## config.mk

```make
export PLATFORM = sky130hd
export DESIGN_NAME = ddr2w_sram
export DESIGN_NICKNAME = d
export VERILOG_FILES = /design/src/rtl/ddr2w_pkg.sv /design/src/rtl/ddr2w_phase.sv /design/src/rtl/ddr2w_wport.sv /design/src/rtl/ddr2w_array.sv /design/src/rtl/ddr2w_rport.sv /design/src/rtl/ddr2w_sram.sv
export SDC_FILE = /design/constraint.sdc
export NUM_CORES = 1
export LEC_CHECK = 0
export BUFFER_PORTS_ARGS = -buffer_cell sky130_fd_sc_hd__buf_2
export CAP_MARGIN = 20
export CORE_ASPECT_RATIO = 1.2
export CORE_MARGIN = 8
export CORE_UTILIZATION = 35
export CTS_CLUSTER_DIAMETER = 100
export CTS_CLUSTER_SIZE = 24
export DETAILED_ROUTE_END_ITERATION = 6
export GPL_ROUTABILITY_DRIVEN = 0
export PLACE_DENSITY_LB_ADDON = 0.2
export SYNTH_ARGS = -nofsm -noshare
export SYNTH_HDL_FRONTEND = slang
export SYNTH_SLANG_ARGS = --single-unit
```

## constraint.sdc

```tcl
create_clock -name clk -period 5.65 [get_ports clk]
set_input_delay 0.565 -clock clk [delete_from_list [all_inputs] [get_ports clk]]
set_output_delay 0.565 -clock clk [all_outputs]
set_load 0.01 [all_outputs]
```

## src/rtl/ddr2w_pkg.sv

```systemverilog
package ddr2w_pkg;

    localparam int LANE_W = 8;

    typedef enum logic {
        PH_RISE_K  = 1'b0,
        PH_RISE_KB = 1'b1
    } phase_e;

    function automatic phase_e phase_next(input phase_e p);
        return (p == PH_RISE_K) ? PH_RISE_KB : PH_RISE_K;
    endfunction

endpackage

```

## src/rtl/ddr2w_phase.sv

```systemverilog
module ddr2w_phase
    import ddr2w_pkg::*;
(
    input  logic   clk,
    input  logic   rst,
    output phase_e ph
);
    always_ff @(posedge clk) begin
        if (rst) ph <= PH_RISE_K;
        else     ph <= phase_next(ph);
    end
endmodule

```

## src/rtl/ddr2w_wport.sv

```systemverilog
module ddr2w_wport
    import ddr2w_pkg::*;
#(
    parameter int AW = 5,
    parameter int NB = 4,
    localparam int DW = NB * LANE_W
) (
    input  logic          clk,
    input  logic          rst,
    input  phase_e        ph,
    input  logic          wsel_n,
    input  logic [AW-1:0] addr,
    input  logic [DW-1:0] wdata,
    input  logic [NB-1:0] wbyte_n,
    output logic          we,
    output logic [AW-1:0] wbase,
    output logic [DW-1:0] d_even,
    output logic [NB-1:0] m_even,
    output logic [DW-1:0] d_odd,
    output logic [NB-1:0] m_odd
);
    logic pend;

    // first beat is held from the K phase until the K# phase commits the pair
    always_ff @(posedge clk) begin
        if (rst) begin
            pend   <= 1'b0;
            d_even <= '0;
            m_even <= '1;
        end else if (ph == PH_RISE_K) begin
            pend   <= ~wsel_n;
            d_even <= wdata;
            m_even <= wbyte_n;
        end
    end

    assign we    = pend && (ph == PH_RISE_KB);
    assign wbase = {addr[AW-1:1], 1'b0};
    assign d_odd = wdata;
    assign m_odd = wbyte_n;
endmodule

```

## src/rtl/ddr2w_array.sv

```systemverilog
module ddr2w_array
    import ddr2w_pkg::*;
#(
    parameter int AW = 5,
    parameter int NB = 4,
    localparam int DW = NB * LANE_W,
    localparam int DEPTH = 1 << AW
) (
    input  logic          clk,
    input  logic          we,
    input  logic [AW-1:0] wbase,
    input  logic [DW-1:0] d_even,
    input  logic [NB-1:0] m_even,
    input  logic [DW-1:0] d_odd,
    input  logic [NB-1:0] m_odd,
    input  logic [AW-1:0] rbase,
    output logic [DW-1:0] q_even,
    output logic [DW-1:0] q_odd
);
    logic [DW-1:0] mem [DEPTH];
    logic [AW-1:0] w_ev, w_od;
    logic [DW-1:0] nxt_even, nxt_odd;

    assign w_ev = wbase;
    assign w_od = wbase | AW'(1);

    // per-lane merge of new and stored bytes
    for (genvar g = 0; g < NB; g++) begin : g_lane
        assign nxt_even[g*LANE_W +: LANE_W] = m_even[g] ? mem[w_ev][g*LANE_W +: LANE_W]
                                                        : d_even[g*LANE_W +: LANE_W];
        assign nxt_odd[g*LANE_W +: LANE_W]  = m_odd[g]  ? mem[w_od][g*LANE_W +: LANE_W]
                                                        : d_odd[g*LANE_W +: LANE_W];
    end

    always_ff @(posedge clk) begin
        if (we) begin
            mem[w_ev] <= nxt_even;
            mem[w_od] <= nxt_odd;
        end
    end

    assign q_even = mem[rbase];
    assign q_odd  = mem[rbase | AW'(1)];
endmodule

```

## src/rtl/ddr2w_rport.sv

```systemverilog
module ddr2w_rport
    import ddr2w_pkg::*;
#(
    parameter int AW = 5,
    parameter int NB = 4,
    localparam int DW = NB * LANE_W
) (
    input  logic          clk,
    input  logic          rst,
    input  phase_e        ph,
    input  logic          rsel_n,
    input  logic [AW-1:0] addr,
    output logic [AW-1:0] rbase,
    input  logic [DW-1:0] q_even,
    input  logic [DW-1:0] q_odd,
    output logic [DW-1:0] rdata,
    output logic          rvalid,
    output logic          rstrobe
);
    logic          pend;
    logic          hold_v;
    logic [DW-1:0] hold;

    always_ff @(posedge clk) begin
        if (rst) begin
            pend    <= 1'b0;
            rbase   <= '0;
            hold    <= '0;
            hold_v  <= 1'b0;
            rdata   <= '0;
            rvalid  <= 1'b0;
            rstrobe <= 1'b0;
        end else if (ph == PH_RISE_K) begin
            pend   <= ~rsel_n;
            rbase  <= {addr[AW-1:1], 1'b0};
            hold_v <= 1'b0;
            if (hold_v) begin
                rdata   <= hold;
                rvalid  <= 1'b1;
                rstrobe <= ~rstrobe;
            end else begin
                rdata  <= '0;
                rvalid <= 1'b0;
            end
        end else begin
            // both words sampled here, before a same-edge write lands
            if (pend) begin
                rdata   <= q_even;
                hold    <= q_odd;
                hold_v  <= 1'b1;
                rvalid  <= 1'b1;
                rstrobe <= ~rstrobe;
            end else begin
                rdata  <= '0;
                rvalid <= 1'b0;
                hold_v <= 1'b0;
            end
        end
    end
endmodule

```

## src/rtl/ddr2w_sram.sv

```systemverilog
module ddr2w_sram
    import ddr2w_pkg::*;
#(
    parameter int AW = 5,
    parameter int NB = 4,
    localparam int DW = NB * LANE_W
) (
    input  logic          clk,
    input  logic          rst,
    input  logic          rsel_n,
    input  logic          wsel_n,
    input  logic [AW-1:0] addr,
    input  logic [DW-1:0] wdata,
    input  logic [NB-1:0] wbyte_n,
    output logic [DW-1:0] rdata,
    output logic          rvalid,
    output logic          rstrobe
);
    phase_e        ph;
    logic          at_k;
    logic          we;
    logic [AW-1:0] wbase, rbase;
    logic [DW-1:0] d_even, d_odd, q_even, q_odd;
    logic [NB-1:0] m_even, m_odd;

    assign at_k = (ph == PH_RISE_K);

    ddr2w_phase u_phase (.clk(clk), .rst(rst), .ph(ph));

    ddr2w_wport #(.AW(AW), .NB(NB)) u_wport (
        .clk(clk), .rst(rst), .ph(ph), .wsel_n(wsel_n), .addr(addr),
        .wdata(wdata), .wbyte_n(wbyte_n), .we(we), .wbase(wbase),
        .d_even(d_even), .m_even(m_even), .d_odd(d_odd), .m_odd(m_odd)
    );

    ddr2w_array #(.AW(AW), .NB(NB)) u_array (
        .clk(clk), .we(we), .wbase(wbase), .d_even(d_even), .m_even(m_even),
        .d_odd(d_odd), .m_odd(m_odd), .rbase(rbase), .q_even(q_even), .q_odd(q_odd)
    );

    ddr2w_rport #(.AW(AW), .NB(NB)) u_rport (
        .clk(clk), .rst(rst), .ph(ph), .rsel_n(rsel_n), .addr(addr),
        .rbase(rbase), .q_even(q_even), .q_odd(q_odd),
        .rdata(rdata), .rvalid(rvalid), .rstrobe(rstrobe)
    );
endmodule

```

==> impl_metrics.toml <==
[status]
outcome = "finished clean"

[yosys]
yosys_warnings = 0
synth-xor-area-share_pct = 0.0204
yosys_register_bits = 1138
synth_top_family_by_area = "multiplexers"
synth.largest_area_cell = "edfxtp_1"
synth_area_leaders = "edfxtp_1, mux4_2, dfxtp_1"
synthArstFlopShare_pct = 0
synth_compound_area_share_pct = 3.07
yosysSeqAreaShare_pct = 77.1
yosys.cell_types.count = 38
synth_top_area_share_pct = 71.7
synthFlopType = "edfxtp_1"
synth_area_um2 = 42900
synth_mux_area_share_pct = 15.8
synthAdderAreaFrac_pct = 0
yosys-top-cells-count = "edfxtp_1, mux4_2, nor2_1"
syn-instance-count = 2121
yosysMostFrequentCell = "edfxtp_1"
syn-mean-instance-area_um2 = 20.2
syn_nets = 2166
synth-simple-area-share_pct = 2.72
synth-edff-count = 1024

[die]
die_area_um2 = 134000
dieHeight_um = 399
num_rows = 140
core_um2 = 121000
die_x_um = 335
initial_core_util_pct = 35.3
ios = 79

[timing]
period_share_pct = 56.5
tns_ps = 0
setup_violations = 0
clock_skew_ps = 23.0
hold_violations = 0
worstMarginPinSlew_ps = 1110
max-slew-margin-rel_pct = 26.1
slew_viol_final = 0
max_clock_freq_mhz = 313
grt_setup_unrepaired = "no"
period_needed_ps = 3190

[power_and_ir_drop]
powerDensity_nw_per_um2 = 309
p_sw_mw = 3.06
p_clk_share_pct = 30.5
power.total_mw = 14.4
leakagePower_nw = 14.0
peakVddDrop_v = 0.000229
switching_share_pct = 21.2
p_int_mw = 11.4
seq_power_share_pct = 64.8
combPwrFrac_pct = 4.7

[setup_path]
startpoint_type = "flip-flop"
cp_top_family = "simple AND/OR/NAND/NOR gates"
cp_slowest_cell = "dfxtp_4"
crit_required_ps = 5920
crit_fanout = 54
rr_startpoint = "u_phase.ph"
rr_worst_depth = 3
slowest_delay_ps = 910
cp_cell_sequence = "nand2_1 -> or2_2 -> nor2_1"
reg2reg_slack_ps = 2460
reg2reg_to = "u_array.mem[16][30]"
cp-end-kind = "flip-flop"
crit_arrival_ps = 3460
worst-path-buf-inv = 0
crit_type = "reg2reg"

[cts]
root_buffer = "clkbuf_16"
cts_sinks = 1138
ctsHoldBuffers = 0
cts_resized = 0
cts-buffers-inserted = 53
cts_setup_buffers = 0
cts.path.max_buffers = 3
clk_latency_ps = 640
clk_pin_slew_ps = 90
h-tree-depth = 2
cts_tree = "yes"

[global_routing]
grt-ovfl-total = 0
grt_pass1_wl_mm = 145
grt_use_total_pct = 14.5
antenna_found_initial = 7
grt_pass1_vias = 20600
grt_start_max_net_pins = 70

[detailed_routing]
dr_total_vias = 19600
first_pass_iters = 5
first_iter_violations = 1560
viasPerCell = 5.11
wirelength_mm = 98.9
wire_per_inst_um = 25.8
drcViolationCount = 0
ant_nets = 0

[final_layout]
fin_cells = 3834
final_area_um2 = 46600
nFillCells = 10900
nNetsFinal = 2201
synthToLayoutAreaGrowth_pct = 8.82
finish.utilization_pct = 38.4
layout-drive-gt1-share_pct = 20.3

[worst_hold_path]
min_path_cells = 3
worstHoldStart = "wsel_n"
hp-class = "in2reg"
hold_end = "u_wport.pend"

[place]
portBuffers = 77
post-dp-hpwl_mm = 64.0
numPlacedInstances = 3732
placed_area_um2 = 45000

[run]
drv_cap = 0
routing by layer:
metal | share of wire [%] | up-vias | wire [um] | track usage [%]
met5 | 0.022 | - | 22 | 0
met4 | 2.7 | 4 | 2670 | 3.95
met3 | 5.1 | 124 | 5020 | 2.47
met2 | 48 | 445 | 47900 | 24.0
met1 | 44 | 10400 | 43200 | 19.8
li1 | - | 8642 | - | -
area by class of cell:
class | count | area, um^2 | area share, %
well taps | 1633 | 2040 | 4.38
clock buffers | 97 | 1530 | 3.29
clock inverters | 2 | 25.0 | 0.0537
diodes | 1 | 2.50 | 0.00537
multi-input cells | 856 | 9280 | 19.9
repair buffers | 107 | 696 | 1.49
flip-flops and latches | 1138 | 33100 | 70.9
state kept, by name, summed over array words and instances, names as in the netlist, named ones only:
register	flops
u_rport.rstrobe	1
u_rport.rvalid	1
u_rport.pend	1
u_rport.hold	32
u_wport.pend	1
u_array.mem	1024
u_rport.rdata	32
u_rport.rbase	4
u_phase.ph	1
u_wport.d_even	32
u_wport.m_even	4
u_rport.hold_v	1
worst max path at each step:
| stage | start | endpoint | slack (ps) | cells past startpoint |
|---|---|---|---|---|
| floorplan | u_phase.ph | u_array.mem[31][24] | 3670 | 6 |
| global placement | u_phase.ph | u_array.mem[16][30] | 2330 | 3 |
| detailed placement | addr[1] | u_array.mem[15][8] | 2270 | 4 |
| CTS | u_phase.ph | u_array.mem[16][24] | 2360 | 3 |
| global route | u_phase.ph | u_array.mem[24][11] | 2230 | 3 |
| finish | u_phase.ph | u_array.mem[16][30] | 2460 | 3 |
worst min-delay path, stage by stage:
cell     delay [ps]
buf_2           130
or2_2           120
a21oi_1          60
power by group through the flow:
stage | Clock [mW] | Sequential, mW | Combinational [mW]
CTS | 4.53 | 9.36 | 0.678
global placement | 0 | 9.54 | 0.659
detailed placement | 0 | 9.55 | 0.677
finish | 4.41 | 9.34 | 0.676
global route | 4.78 | 9.36 | 0.727
floorplan | 0 | 9.45 | 0.475
kinds of logic after synthesis:
| family | after synthesis |
|---|---|
| xor gates and xnor gates | 1 |
| DFF | 1138 |
| and+or+nand+nor | 285 |
| AOI/OAI and AO/OA | 156 |
| buffers and inverters | 127 |
| muxes | 414 |
metrics by stage:
stage / setup slack [ps] / hold slack (ps)
floorplan: 3670 / 432
global placement: 2330 / 442
detailed placement: 2270 / 448
CTS: 2360 / 229
global route: 2230 / 282
finish: 2460 / 278
cells in the final DEF, fill, tap and decap left out, drive strengths merged, types with 25 or more instances in the layout:
cell type / n
o22a: 25
o211ai: 31
a221o: 32
a22oi: 33
buf: 107
mux4: 204
mux2: 57
edfxtp: 1024
nor2: 203
nand2: 43
mux2i: 153
dfxtp: 114
clkbuf: 97
(Power assumes the default switching activity.)
